===== config.mk =====
export PLATFORM = sky130hd
export DESIGN_NAME = serial_frame_tx
export DESIGN_NICKNAME = d
export VERILOG_FILES = /design/src/rtl/serial_tx_pkg.sv /design/src/rtl/tx_bit_timer.sv /design/src/rtl/tx_parity_gen.sv /design/src/rtl/tx_frame_seq.sv /design/src/rtl/serial_frame_tx.sv
export SDC_FILE = /design/constraint.sdc
export NUM_CORES = 1
export LEC_CHECK = 0
export ABC_AREA = 1
export BUFFER_PORTS_ARGS = -buffer_cell sky130_fd_sc_hd__buf_2
export CAP_MARGIN = 20
export CELL_PAD_IN_SITES_DETAIL_PLACEMENT = 1
export CELL_PAD_IN_SITES_GLOBAL_PLACEMENT = 1
export CORE_MARGIN = 2
export CORE_UTILIZATION = 42
export CTS_BUF_LIST = sky130_fd_sc_hd__clkbuf_16
export DETAILED_ROUTE_END_ITERATION = 10
export PLACE_DENSITY_LB_ADDON = 0.1
export SLEW_MARGIN = 20
export SYNTH_ARGS = -nofsm -noshare
export SYNTH_HDL_FRONTEND = slang
export SYNTH_SLANG_ARGS = --single-unit

===== constraint.sdc =====
create_clock -name clk -period 3.13 [get_ports clk]
set_input_delay 0.1565 -clock clk [delete_from_list [all_inputs] [get_ports clk]]
set_output_delay 0.1565 -clock clk [all_outputs]
set_load 0.05 [all_outputs]

===== src/rtl/serial_tx_pkg.sv =====
package serial_tx_pkg;

    localparam int unsigned SER_DATA_W    = 9;
    localparam int unsigned SER_TICKS_BIT = 16;

    typedef enum logic [2:0] {
        PH_IDLE,
        PH_START,
        PH_DATA,
        PH_PARITY,
        PH_STOP
    } tx_phase_t;

    // Number of data bits selected by the two-bit length code.
    function automatic logic [3:0] data_len(input logic [1:0] code);
        case (code)
            2'd0:    data_len = 4'd7;
            2'd2:    data_len = 4'd9;
            default: data_len = 4'd8;
        endcase
    endfunction

endpackage


===== src/rtl/tx_bit_timer.sv =====
module tx_bit_timer #(
    parameter int unsigned TICKS = 16
) (
    input  logic clk,
    input  logic rst,
    input  logic clear,
    input  logic run,
    input  logic baud_tick,
    output logic bit_end
);
    localparam int unsigned CW = (TICKS > 1) ? $clog2(TICKS) : 1;
    localparam logic [CW-1:0] LAST = CW'(TICKS - 1);

    logic [CW-1:0] cnt_q;

    assign bit_end = run && !clear && baud_tick && (cnt_q == LAST);

    always_ff @(posedge clk) begin
        if (rst || clear || !run) begin
            cnt_q <= '0;
        end else if (baud_tick) begin
            cnt_q <= (cnt_q == LAST) ? '0 : cnt_q + 1'b1;
        end
    end
endmodule


===== src/rtl/tx_parity_gen.sv =====
module tx_parity_gen #(
    parameter int unsigned DATA_W = 9
) (
    input  logic [DATA_W-1:0] data,
    input  logic [3:0]        nbits,
    input  logic              odd,
    output logic [DATA_W-1:0] masked,
    output logic              par_bit
);
    for (genvar i = 0; i < DATA_W; i++) begin : g_mask
        assign masked[i] = data[i] && (nbits > 4'(i));
    end

    assign par_bit = (^masked) ^ odd;
endmodule


===== src/rtl/tx_frame_seq.sv =====
module tx_frame_seq
    import serial_tx_pkg::*;
#(
    parameter int unsigned DATA_W = 9
) (
    input  logic              clk,
    input  logic              rst,
    input  logic              start,
    input  logic [DATA_W-1:0] load_data,
    input  logic [3:0]        load_len,
    input  logic              load_par,
    input  logic              bit_end,
    output logic              busy,
    output logic              line,
    output logic              stop_end
);
    tx_phase_t         phase_q;
    logic [DATA_W-1:0] shreg_q;
    logic [3:0]        left_q;
    logic              par_q;

    assign busy     = (phase_q != PH_IDLE);
    assign stop_end = (phase_q == PH_STOP) && bit_end;

    always_comb begin
        case (phase_q)
            PH_START:  line = 1'b0;
            PH_DATA:   line = shreg_q[0];
            PH_PARITY: line = par_q;
            default:   line = 1'b1;
        endcase
    end

    always_ff @(posedge clk) begin
        if (rst) begin
            phase_q <= PH_IDLE;
            shreg_q <= '0;
            left_q  <= '0;
            par_q   <= 1'b0;
        end else begin
            case (phase_q)
                PH_IDLE: if (start) begin
                    phase_q <= PH_START;
                    shreg_q <= load_data;
                    left_q  <= load_len;
                    par_q   <= load_par;
                end
                PH_START: if (bit_end) phase_q <= PH_DATA;
                PH_DATA: if (bit_end) begin
                    shreg_q <= shreg_q >> 1;
                    left_q  <= left_q - 1'b1;
                    if (left_q == 4'd1) phase_q <= PH_PARITY;
                end
                PH_PARITY: if (bit_end) phase_q <= PH_STOP;
                PH_STOP:   if (bit_end) phase_q <= PH_IDLE;
                default:   phase_q <= PH_IDLE;
            endcase
        end
    end
endmodule


===== src/rtl/serial_frame_tx.sv =====
module serial_frame_tx
    import serial_tx_pkg::*;
#(
    parameter int unsigned DATA_W = SER_DATA_W,
    parameter int unsigned TICKS  = SER_TICKS_BIT
) (
    input  logic              clk,
    input  logic              rst,
    input  logic              tx_en,
    input  logic              wr_stb,
    input  logic [DATA_W-1:0] wr_data,
    input  logic [1:0]        len_sel,
    input  logic              par_odd,
    input  logic              irq_en,
    input  logic              baud_tick,
    output logic              tx_line,
    output logic              buf_full,
    output logic              done_irq
);
    logic              busy, accept, bit_end, stop_end, par_bit;
    logic [3:0]        nbits;
    logic [DATA_W-1:0] masked;

    assign nbits  = data_len(len_sel);
    assign accept = wr_stb && tx_en && !busy;

    tx_parity_gen #(.DATA_W(DATA_W)) u_par (
        .data(wr_data), .nbits(nbits), .odd(par_odd),
        .masked(masked), .par_bit(par_bit)
    );

    tx_bit_timer #(.TICKS(TICKS)) u_tmr (
        .clk(clk), .rst(rst), .clear(accept), .run(busy),
        .baud_tick(baud_tick), .bit_end(bit_end)
    );

    tx_frame_seq #(.DATA_W(DATA_W)) u_seq (
        .clk(clk), .rst(rst), .start(accept),
        .load_data(masked), .load_len(nbits), .load_par(par_bit),
        .bit_end(bit_end), .busy(busy), .line(tx_line), .stop_end(stop_end)
    );

    assign buf_full = busy;

    always_ff @(posedge clk) begin
        if (rst) done_irq <= 1'b0;
        else     done_irq <= stop_end && irq_en;
    end
endmodule


# Yosys cells after proc, flatten, opt, wreduce, memory -nomap -nowiden
# Cells that the tools add are included.
# W data, S select, Z words.
# totals
reg_bits,22
wordCells,75
inputBits,18
out_inout_bits,3
# classes
n_bitwise,1
n_addsub,2
n_eq_ne,13
n_reduce_logical,28
muxes,16
magnitude_cmp,9
# ops
operator,n
$mux W3,6
$mux W9,2
$pmux W9 S2,1
$gt A4 B3 Y1 const B,4
$logic_and A1 B1 Y1,16
$pmux W4 S2,2
$pmux W3 S5,1
$mux W4,3
$ne A2 B1 Y1 const B,5
$reduce_xor A9 Y1,1
$gt A4 B1 Y1 const B,2
$gt A4 B2 Y1 const B,2
$eq A3 B2 Y1 const B,2
$reduce_and A6 Y1,1
$add A4 B1 Y4 const B,1
$eq A4 B1 Y1 const B,1
$eq A4 B4 Y1 const B,1
$gt A4 B4 Y1 const B,1
$sub A4 B1 Y4 const B,1
$eq A3 B1 Y1 const B,1
$eq A3 B3 Y1 const B,1
$logic_not A3 Y1,1
$pmux W1 S3,1
$reduce_and A3 Y1,1
other kinds (9),11

# Logic depth before layout (Yosys ltp)
# Gate-level depths: netlist of the first run.
# depth
word_depth,9
depth_mapped,13
ltp_nobuf,13

# By module
# From an unflattened synthesis of the first run, not the netlist that was laid out.
# unflattened
hier_cells,262
area_unflattened_um2,1591.5
# by_module_without_submodules
mod,n_inst,cells_each,area_each_um2,seq_area_each_um2
tx_frame_seq,1,149,1006.0,340.3
tx_parity_gen,1,74,334.1,0.0
tx_bit_timer,1,31,202.7,80.1
serial_frame_tx,1,8,48.8,20.0

# Least setup slack after synthesis of the first run
# Ideal clock, no wire load.
# synth_timing
path_kind,flip-flop to flip-flop
start,register u_tmr.cnt_q[0]
end,register u_seq.left_q[1]
setup_slack_ns,1.789
synth_period_minus_slack_ns,1.341
n_path_buf,1
required_ns,3.044
t_arrival_ns,1.255
path_stages_with_launch,9
setup_time_ns,0.086
cell_sequence,dfxtp_1 -> ha_1 -> nand3_2 -> nor2_4 -> inv_2 -> o21ai_2 -> buf_6 -> inv_4 -> a211oi_1
# synth_between
elab_chain_cells,4
# synth_rtl
item,line,text
from (decl),tx_bit_timer.sv:14,logic [CW-1:0] cnt_q;
from (signal assigned),tx_bit_timer.sv:22,cnt_q <= (cnt_q == LAST) ? '0 : cnt_q + 1'b1;
$eq A4 B4 Y1,tx_bit_timer.sv:16,assign bit_end = run && !clear && baud_tick && (cnt_q == LAST);
$logic_and A1 B1 Y1,tx_bit_timer.sv:16,
$ne A2 B1 Y1 (no line),-,
$reduce_and A3 Y1 (no line),-,
to (signal assigned),tx_frame_seq.sv:45,left_q <= load_len;
to (signal assigned),tx_frame_seq.sv:51,left_q <= left_q - 1'b1;
to (decl),tx_frame_seq.sv:19,logic [3:0] left_q;
# Every way passes these cells.
# A chain may end at the register's enable or synchronous reset.

# Final worst setup path of the first run
# layout_timing
start,register u_seq.phase_q[0]
end,register u_seq.shreg_q[4]
# layout_between
elab_chain_cells,9
elab_cells_between_ends,14
classes_between,3 x eq/ne; 1 x mux; 10 x reduce/logical
# layout_rtl
item,line,text
from (decl),tx_frame_seq.sv:17,tx_phase_t phase_q;
from (signal assigned),tx_frame_seq.sv:36,phase_q <= PH_IDLE;
from (signal assigned),tx_frame_seq.sv:43,phase_q <= PH_START;
from (signal assigned),tx_frame_seq.sv:48,PH_START: if (bit_end) phase_q <= PH_DATA;
$reduce_bool A3 Y1,tx_frame_seq.sv:22,assign busy = (phase_q != PH_IDLE);
$logic_not A1 Y1,serial_frame_tx.sv:25,assign accept = wr_stb && tx_en && !busy;
$logic_and A1 B1 Y1,serial_frame_tx.sv:25,
$logic_not A1 Y1,tx_bit_timer.sv:16,
$logic_and A1 B1 Y1 (3 in a row),tx_bit_timer.sv:16,
$ne A2 B1 Y1 (no line),-,
$reduce_and A3 Y1 (no line),-,
to (signal assigned),tx_frame_seq.sv:44,shreg_q <= load_data;
to (signal assigned),tx_frame_seq.sv:50,shreg_q <= shreg_q >> 1;
to (decl),tx_frame_seq.sv:18,logic [DATA_W-1:0] shreg_q;
# Several ways; a longest one is shown, not always the timed one.

==> impl_metrics.env, run 1 <==
export IMPL_outcome="finished clean"
export IMPL_slew_violations=0
export IMPL_die_w_um=59.6
export IMPL_cts_buffers_inserted=3
export IMPL_syn2layout_area_growth_pct=14.6
export IMPL_fp_row_count=20
export IMPL_grt_max_degree=21
export IMPL_antenna_left=0
export IMPL_htreeDepth=1
export IMPL_slew_headroom=0.517
export IMPL_syn_avg_cell_area_um2=6.65
export IMPL_switching_share=0.397
export IMPL_grt_pass1_vias=1327
export IMPL_gp_congestion=0.828
export IMPL_final_setup_viol_count=0
export IMPL_p_clk_frac=0.258
export IMPL_power_frac_seq=0.361
export IMPL_grt_first_pass_wirelength_um=5630
export IMPL_drv_cap=0
export IMPL_ys_ff_latch=22
export IMPL_fin_crit_ns=2.03
export IMPL_hpwlAfterDp_um=2640
export IMPL_period_share=0.649
export IMPL_hold_path_class="in -> reg"
export IMPL_clock_path_buffers=2
export IMPL_vias=1308
export IMPL_ys_seq_area_frac=0.340
export IMPL_multi_input_area_um2=724
export IMPL_drive_gt1_frac=0.150
export IMPL_endpoint_kind="flop"
export IMPL_syn_nets=216
export IMPL_hold_buffers=0
export IMPL_overflow=0
export IMPL_wirelength_um=3220
export IMPL_clk_latency_ns=0.25
export IMPL_cts_root_buf="clkbuf_16"
export IMPL_synth_top_cell_area_share=0.340
export IMPL_grt_usage=0.204
export IMPL_tns_ns=0
export IMPL_ys_types=30
export IMPL_slowest_delay_ns=0.60
export IMPL_syn_inst=195
export IMPL_final_cell_mix="nand2_1, inv_1, dfxtp_1, nand3_1, buf_2"
export IMPL_path_buf_inv=2
export IMPL_cts_tree="yes"
export IMPL_clock_sinks=22
export IMPL_leakage_uw=0.000708
export IMPL_die_h_um=59.6
export IMPL_fp_coreArea_mm2=0.00300
export IMPL_post_cts_buffers=0
export IMPL_ir_worst_vdd_v=0.000311
export IMPL_cp_slowest_cell="o21ai_2"
export IMPL_worst_ep_arrival_time_ns=2.20
export IMPL_worst_slew_pin_slew_ns=0.725
export IMPL_portBuffers=20
export IMPL_seq_area_um2=440
export IMPL_synth_area_leaders="dfxtp_1, nand2_1, nand3_1"
export IMPL_drt_vias_per_instance=5.30
export IMPL_worstSetupStartpointType="flop"
export IMPL_path_clk_slew_ns=0.06
export IMPL_switchingPower_uw=414
export IMPL_yosysTopAreaCell="dfxtp_1"
export IMPL_fillCellCount=403
export IMPL_die_area_mm2=0.00355
export IMPL_synth_area_mm2=0.00130
export IMPL_required_ns=3.30
export IMPL_antenna_cells=0
export IMPL_crit_top_cell="inv_2"
export IMPL_worstPathCellList="nor2_2, inv_2, nor2_4, inv_2, o21ai_2, o21ai_0, a31oi_1"
export IMPL_route_detailed_drc=0
export IMPL_cts_resized=0
export IMPL_dr_pass1_iters=4
export IMPL_path_delay_family="compound AO/OA/AOI/OAI gates"
export IMPL_crit_type="reg -> reg"
export IMPL_crit_fanout=20
export IMPL_antenna_found_initial=0
export IMPL_rsz0062_at_grt="false"
export IMPL_fin_nets=236
export IMPL_skew_ns=0.00432
export IMPL_drt_iter0_drc=38
export IMPL_max_clock_freq_mhz=493
export IMPL_p_comb_frac=0.381
export IMPL_mostFrequentLayoutCell="nand2_1"
export IMPL_wire_per_inst_um=13.0
export IMPL_p_int_uw=628
export IMPL_power_uw=1040
export IMPL_initial_core_util=0.432
export IMPL_ios=21
export IMPL_yosys_warnings=0
export IMPL_hold_viol=0
export IMPL_power_density_mw_per_mm2=702
[per-stage QoR]
stage / setup WS, ns / instances / util / hold slack (ns) / cell area (um^2)
after global placement: 1.25 / 243 / 0.468 / 0.396 / 1410
after floorplan: 1.79 / 195 / - / 0.226 / 1300
final: 1.10 / 247 / 0.495 / 0.136 / 1490
after CTS: 1.09 / 247 / 0.495 / 0.136 / 1490
after detailed placement: 1.11 / 243 / 0.468 / 0.402 / 1410
after global routing: 0.912 / 247 / 0.495 / 0.137 / 1490
[metal layers]
| metal | routed length, um | share of wire | up-vias | global-route usage |
|---|---|---|---|---|
| li1 | - | - | 681 | - |
| met1 | 1460 | 0.45 | 602 | 0.246 |
| met2 | 1680 | 0.52 | 23 | 0.377 |
| met3 | 76 | 0.024 | 2 | 0.0262 |
| met4 | 7 | 0.0022 | 0 | 0.0508 |
| met5 | 0 | 0 | - | 0 |
[synth_stat cells (all sizes together)]
cell     n
o21ai   15
inv     26
buf      3
nand3   21
nand4    1
clkbuf   2
nand2   59
nor3b    1
a21oi    6
xnor2    2
a221o    1
xor2     2
nor2    12
mux2i    1
ha       3
dfxtp   22
a31oi    9
nor3     3
o31ai    1
a211oi   3
nor4     1
o21a     1
[worst reg2reg max path: cells and delay by family (launching register included)]
kind                   cells  cell delay [ns]
AO/OA/AOI/OAI              3             0.97
buffers and inverters      2             0.25
flip-flops                 1             0.34
AND/OR/NAND/NOR            2             0.40
[registers in the layout, indices dropped and copies added, names as in the netlist]
register,count
u_tmr.cnt_q,4
u_seq.phase_q,3
u_seq.par_q,1
u_seq.shreg_q,9
done_irq,1
u_seq.left_q,4
[logic make-up after synthesis]
logic type,share of synthesized area
flip-flops,0.340
adder cells (fa/ha/maj),0.0290
multiplexers,0.00772
XOR/XNOR,0.0270
AND/OR/NAND/NOR,0.331
AO/OA/AOI/OAI,0.164
buffers and inverters,0.101
[layout make-up]
| class | instances | area share |
|---|---|---|
| multi-input cells | 142 | 0.488 |
| well taps | 33 | 0.0278 |
| inverters | 26 | 0.0674 |
| clock buffers | 3 | 0.0505 |
| clock inverters | 1 | 0.00253 |
| flip-flops and latches | 22 | 0.297 |
| repair buffers | 20 | 0.0674 |
[final timing paths]
| check | cells after the start | to | startpoint | slack (ns) |
|---|---|---|---|---|
| setup / recovery | 7 | u_seq.shreg_q[4] | u_seq.phase_q[0] | 1.10 |
| hold / removal | 3 | done_irq | irq_en | 0.14 |
| setup reg to reg | 7 | u_seq.shreg_q[4] | u_seq.phase_q[0] | 1.10 |
| hold reg to reg | 2 | u_seq.shreg_q[8] | u_seq.shreg_q[8] | 0.48 |
[power by group through the flow]
stage	Combinational (uW)	Clock [uW]	Sequential, uW
floorplan	316	0	370
global placement	380	0	379
detailed placement	399	0	382
CTS	403	272	376
global route	450	289	383
finish	397	269	376
Power figures use the tool's default switching activity.
==> run 2, diff against run 1 <==
--- a/config.mk
+++ b/config.mk
@@ -5,13 +5,13 @@
 export SDC_FILE = /design/constraint.sdc
 export NUM_CORES = 1
 export LEC_CHECK = 0
-export ABC_AREA = 1
+export ABC_AREA = 0
 export BUFFER_PORTS_ARGS = -buffer_cell sky130_fd_sc_hd__buf_2
 export CAP_MARGIN = 20
 export CELL_PAD_IN_SITES_DETAIL_PLACEMENT = 1
 export CELL_PAD_IN_SITES_GLOBAL_PLACEMENT = 1
 export CORE_MARGIN = 2
-export CORE_UTILIZATION = 42
+export CORE_UTILIZATION = 37
 export CTS_BUF_LIST = sky130_fd_sc_hd__clkbuf_16
 export DETAILED_ROUTE_END_ITERATION = 10
 export PLACE_DENSITY_LB_ADDON = 0.1
==> constraint.sdc (replaced) <==
create_clock -name clk -period 1.8 [get_ports clk]
set_input_delay 0.09 -clock clk [delete_from_list [all_inputs] [get_ports clk]]
set_output_delay 0.09 -clock clk [all_outputs]
set_load 0.05 [all_outputs]
==> run 2 against run 1 <==
First-iteration DRC count grew 24%. Non-clock buffer count is 5 higher. Via count decreased by 18%. Clock-buffer cell count unchanged. Global-route usage is 3.3 points lower. Die area increased by 8.7%. Total power increased by 15%. Highest routed layer unchanged.
==> impl_metrics.env, run 2 <==
export IMPL_fin_crit_ns=1.71
export IMPL_synth_async_reset_ratio=0
export IMPL_post_cts_buffers=0
export IMPL_clk_latency_ns=0.26
export IMPL_skew_ns=0.00563
export IMPL_synth_edf_count=0
export IMPL_antenna_cells=0
export IMPL_outcome="finished clean"
export IMPL_die_area_mm2=0.00386
export IMPL_gp_congestion=0.757
export IMPL_path_clk_slew_ns=0.06
export IMPL_largest_reg_flops=9
export IMPL_ir_worst_vdd_v=0.000377
export IMPL_leakage_uw=0.000565
export IMPL_syn_inst=141
export IMPL_hold_path_class="in -> reg"
export IMPL_cts_tree="yes"
export IMPL_rsz0062_at_grt="false"
export IMPL_ys_seq_area_frac=0.353
export IMPL_reg_top3="u_seq.shreg_q (9), u_seq.left_q (4), u_tmr.cnt_q (4)"
export IMPL_initial_core_util=0.380
export IMPL_hold_viol=0
export IMPL_syn_nets=162
export IMPL_htreeDepth=1
export IMPL_drt_iter0_drc=47
export IMPL_yosys_warnings=0
export IMPL_overflow=0
export IMPL_fin_cells=207
export IMPL_crit_fanout=21
export IMPL_antenna_found_initial=0
export IMPL_hpwlAfterDp_um=2120
export IMPL_worst_ep_arrival_time_ns=1.87
export IMPL_drive_gt1_frac=0.267
export IMPL_hold_buffers=0
export IMPL_ios=21
export IMPL_grt_pass1_vias=1073
export IMPL_syn_avg_cell_area_um2=8.86
export IMPL_antenna_left=0
export IMPL_grt_max_degree=22
export IMPL_grt_first_pass_wirelength_um=4770
export IMPL_slew_headroom=0.675
export IMPL_synth_ff_type="dfxtp_1"
export IMPL_die_w_um=62.1
export IMPL_route_detailed_drc=0
export IMPL_syn2layout_area_growth_pct=18.5
export IMPL_ys_types=39
export IMPL_final_setup_viol_count=0
export IMPL_tns_ns=0
export IMPL_grt_usage=0.171
export IMPL_required_ns=1.96
export IMPL_fin_nets=183
export IMPL_fp_coreArea_mm2=0.00328
export IMPL_power_density_mw_per_mm2=808
export IMPL_mostFrequentLayoutCell="nand2_1"
export IMPL_regMostFlops="u_seq.shreg_q"
export IMPL_yosysTopAreaCell="dfxtp_1"
export IMPL_clock_path_buffers=2
export IMPL_crit_type="reg -> reg"
export IMPL_drt_vias_per_instance=5.19
export IMPL_clock_sinks=22
export IMPL_wirelength_um=2820
export IMPL_placedCellCount=203
export IMPL_vias=1074
export IMPL_slew_violations=0
export IMPL_synth_area_mm2=0.00125
export IMPL_cts_resized=0
export IMPL_yosys_top_cells_count="nand2_1, dfxtp_1, nor2_1"
export IMPL_synth_area_leaders="dfxtp_1, a311oi_2, nand2_1"
export IMPL_synth_top_cell_area_share=0.353
export IMPL_ys_ff_latch=22
export IMPL_wire_per_inst_um=13.6
export IMPL_portBuffers=20
export IMPL_cts_root_buf="clkbuf_16"
export IMPL_drv_cap=0
export IMPL_fp_row_count=21
export IMPL_yosysMostFrequentCell="nand2_1"
export IMPL_max_clock_freq_mhz=586
export IMPL_worst_slew_pin_slew_ns=0.488
export IMPL_cts_buffers_inserted=3
export IMPL_final_cell_mix="nand2_1, nor2_1, dfxtp_1, buf_2, xnor2_1"
export IMPL_worstSetupStartpointType="flop"
export IMPL_endpoint_kind="flop"
export IMPL_period_share=0.948
export IMPL_die_h_um=62.1
export IMPL_dr_pass1_iters=4
## run 2: cell types whose count changed after synthesis, moves of 3 or more
cell / delta
nand3_1: -20
a31oi_1: -9
inv_1: -18
o21ai_0: -14
nor2_1: +12
a311oi_2: +7
nand2_1: -36
xnor2_1: +6
nor3_1: +4
a21oi_1: -3
## run 2: worst paths after layout
check	from	to	slack [ns]	cells after the start
setup / recovery	u_tmr.cnt_q[0]	u_seq.shreg_q[6]	0.09	6
hold / removal	irq_en	done_irq	0.09	2
setup reg to reg	u_tmr.cnt_q[0]	u_seq.shreg_q[6]	0.09	6
hold reg to reg	u_seq.shreg_q[2]	u_seq.shreg_q[1]	0.50	2
## run 2: power by group
part / switching (uW) / total (uW) / internal, uW
Combinational: 101 / 191 / 90.5
Clock: 179 / 475 / 297
Sequential: 19.8 / 530 / 510
## run 2: cell families after synthesis
kind of cell	after synthesis	share of synthesized area
simple gates	63	0.236
compound gates	26	0.211
flops	22	0.353
buf+inv	14	0.0661
xor+xnor	12	0.0952
fa+ha+maj	3	0.0301
mux	1	0.00802
## run 2: routing by layer
layer,part of all wire,global-route usage
met5,0,0
met1,0.44,0.203
met2,0.51,0.296
met4,0.016,0.0578
met3,0.036,0.0435
## run 2: cell type report
cell class              instances  area [um^2]
repair buffers                 25          150
multi-input cells             105          733
clock buffers                   3         75.1
fillers                       401         1800
inverters                       5         18.8
flip-flops and latches         22          442
clock inverters                 1         3.75
well taps                      46         57.6
## run 2: through the flow
stage	instance area, um^2	hold WS (ns)	total power (uW)	setup slack [ns]	utilization
2_1_floorplan	1250	0.227	679	0.246	-
3_3_place_gp	1390	0.360	727	0.147	0.424
3_5_place_dp	1390	0.361	733	0.0704	0.424
4_1_cts	1470	0.0814	1220	0.0290	0.448
5_1_grt	1480	0.0953	1260	0.00372	0.451
6_report	1480	0.0890	1200	0.0944	0.451
## run 2: worst max-delay path, stage by stage, from the launching register on
cell	delay (ns)
dfxtp_1	0.38
ha_1	0.20
nand4_1	0.30
o22ai_4	0.23
buf_12	0.19
nor2_1	0.06
a311oi_2	0.25
==> run 3, diff against run 2 <==
--- a/config.mk
+++ b/config.mk
@@ -15,6 +15,7 @@
 export CTS_BUF_LIST = sky130_fd_sc_hd__clkbuf_16
 export DETAILED_ROUTE_END_ITERATION = 10
 export PLACE_DENSITY_LB_ADDON = 0.1
+export RECOVER_POWER = 25
 export SLEW_MARGIN = 20
 export SYNTH_ARGS = -nofsm -noshare
 export SYNTH_HDL_FRONTEND = slang
==> run 3 against run 2 <==
Wire length did not move. Fmax rose by 0.21%. Sequential power is essentially flat. First-iteration DRC count shrank 2.1%. Sequential cell count unchanged. Sequential share of layout area rose by 0.10 points. Non-clock buffer count unchanged. Global-route usage unchanged. Utilization down 0.15 points. Via count about the same. Combinational power hardly changed. Highest routed layer unchanged.
==> impl_metrics.env, run 3 (synthesis gave the netlist of run 2 again) <==
export IMPL_dr_pass1_iters=4
export IMPL_endpoint_kind="flop"
export IMPL_drt_iter0_drc=46
export IMPL_worst_slew_pin_slew_ns=0.587
export IMPL_die_w_um=62.1
export IMPL_outcome="finished clean"
export IMPL_drt_vias_per_instance=5.19
export IMPL_tns_ns=0
export IMPL_final_cell_mix="nand2_1, nor2_1, dfxtp_1, buf_2, xnor2_1"
export IMPL_fp_row_count=21
export IMPL_hp_start="irq_en"
export IMPL_fin_area_mm2=0.00148
export IMPL_multi_input_area_um2=733
export IMPL_antenna_found_initial=0
export IMPL_r2r_start="u_tmr.cnt_q[0]"
export IMPL_power_density_mw_per_mm2=811
export IMPL_fin_cells=207
export IMPL_mostFrequentLayoutCell="nand2_1"
export IMPL_final_setup_viol_count=0
export IMPL_vias=1075
export IMPL_required_ns=1.96
export IMPL_crit_fanout=21
export IMPL_grt_pass1_vias=1073
export IMPL_portBuffers=20
export IMPL_worstSetupStartpointType="flop"
export IMPL_fillCellCount=401
export IMPL_cts_buffers_inserted=3
export IMPL_reg_top3="u_seq.shreg_q (9), u_seq.left_q (4), u_tmr.cnt_q (4)"
export IMPL_ios=21
export IMPL_clk_latency_ns=0.26
export IMPL_fin_ws_ns=0.0980
export IMPL_fin_nets=183
export IMPL_post_dp_cell_area_mm2=0.00139
export IMPL_fp_coreArea_mm2=0.00328
export IMPL_ir_worst_vdd_v=0.000377
export IMPL_placedCellCount=203
export IMPL_die_area_mm2=0.00386
export IMPL_drive_gt1_frac=0.255
export IMPL_post_cts_buffers=0
export IMPL_antenna_cells=0
export IMPL_gp_congestion=0.757
export IMPL_overflow=0
export IMPL_clock_sinks=22
export IMPL_dp_slack_ns=0.0704
export IMPL_route_detailed_drc=0
export IMPL_skew_ns=0.00563
export IMPL_leakage_uw=0.000557
export IMPL_period_share=0.946
export IMPL_slew_violations=0
export IMPL_drv_cap=0
export IMPL_initial_core_util=0.380
export IMPL_grt_usage=0.171
export IMPL_cts_root_buf="clkbuf_16"
export IMPL_rr_endpoint="u_seq.shreg_q[6]"
export IMPL_htreeDepth=1
export IMPL_worst_ep_arrival_time_ns=1.86
export IMPL_antenna_left=0
export IMPL_wirelength_um=2820
export IMPL_grt_max_degree=22
export IMPL_syn2layout_area_growth_pct=18.1
export IMPL_crit_type="reg -> reg"
export IMPL_fin_crit_ns=1.70
export IMPL_largest_reg_flops=9
export IMPL_path_clk_slew_ns=0.06
export IMPL_max_clock_freq_mhz=588
export IMPL_rsz0062_at_grt="false"
export IMPL_cp_startpoint="u_tmr.cnt_q[0]"
export IMPL_wire_per_inst_um=13.6
export IMPL_cts_tree="yes"
export IMPL_reg2reg_depth=6
export IMPL_clock_path_buffers=2
export IMPL_rrSetupSlack_ns=0.1
export IMPL_seq_area_um2=442
export IMPL_grt_first_pass_wirelength_um=4770
export IMPL_endpoint="u_seq.shreg_q[6]"
export IMPL_die_h_um=62.1
export IMPL_hold_viol=0
export IMPL_hold_path_class="in -> reg"
export IMPL_regMostFlops="u_seq.shreg_q"
export IMPL_slew_headroom=0.611
export IMPL_power_uw=1200
export IMPL_hpwlAfterDp_um=2120
## run 3: changes by cell type in the layout (fill, tap and decap cells not counted), sizes merged
cell,change
buf,-2
clkbuf,+2
## run 3: per-stage QoR
stage	utilization	hold slack [ns]
2_1_floorplan	-	0.227
3_3_place_gp	0.424	0.360
3_5_place_dp	0.424	0.361
4_1_cts	0.448	0.0814
5_1_grt	0.449	0.0953
6_report	0.449	0.0890
## run 3: how the worst min path moves through the flow
| stage | slack (ns) | end | depth (start not counted) |
|---|---|---|---|
| 2_1_floorplan | 0.23 | u_tmr.cnt_q[0] | 2 |
| 3_3_place_gp | 0.36 | done_irq | 2 |
| 3_5_place_dp | 0.36 | done_irq | 2 |
| 4_1_cts | 0.08 | done_irq | 2 |
| 5_1_grt | 0.1 | done_irq | 2 |
| 6_report | 0.09 | done_irq | 2 |
## run 3: critical path: stages, from the launching register on
cell and delay, ns:
dfxtp_1 0.37, ha_1 0.20, nand4_1 0.30, o22ai_4 0.23
buf_12 0.19, nor2_1 0.06, a311oi_2 0.25
## run 3: area by class of cell
cell class | instances | area share
clock buffers | 3 | 0.0509
clock inverters | 1 | 0.00254
multi-input cells | 105 | 0.497
well taps | 46 | 0.0390
flip-flops and latches | 22 | 0.299
inverters | 5 | 0.0127
repair buffers | 25 | 0.0984
## run 3: power by group
part / leakage, uW / internal [uW] / total, uW / switching [uW]
registers: 0.000180 / 510 / 530 / 19.8
logic: 0.000339 / 90.5 / 191 / 101
clock network: 0.0000385 / 297 / 475 / 179
## run 3: timing repair
action,in CTS,in global routing
gates resized for setup,0,2
endpoints found under the setup margin,0,7
hold buffers,0,0
## run 3: per-layer routing
metal	vias to the layer above	track usage	share of wire
li1	537	-	-
met1	512	0.203	0.44
met2	21	0.296	0.51
met3	5	0.0435	0.036
met4	0	0.0578	0.016
met5	-	0	0
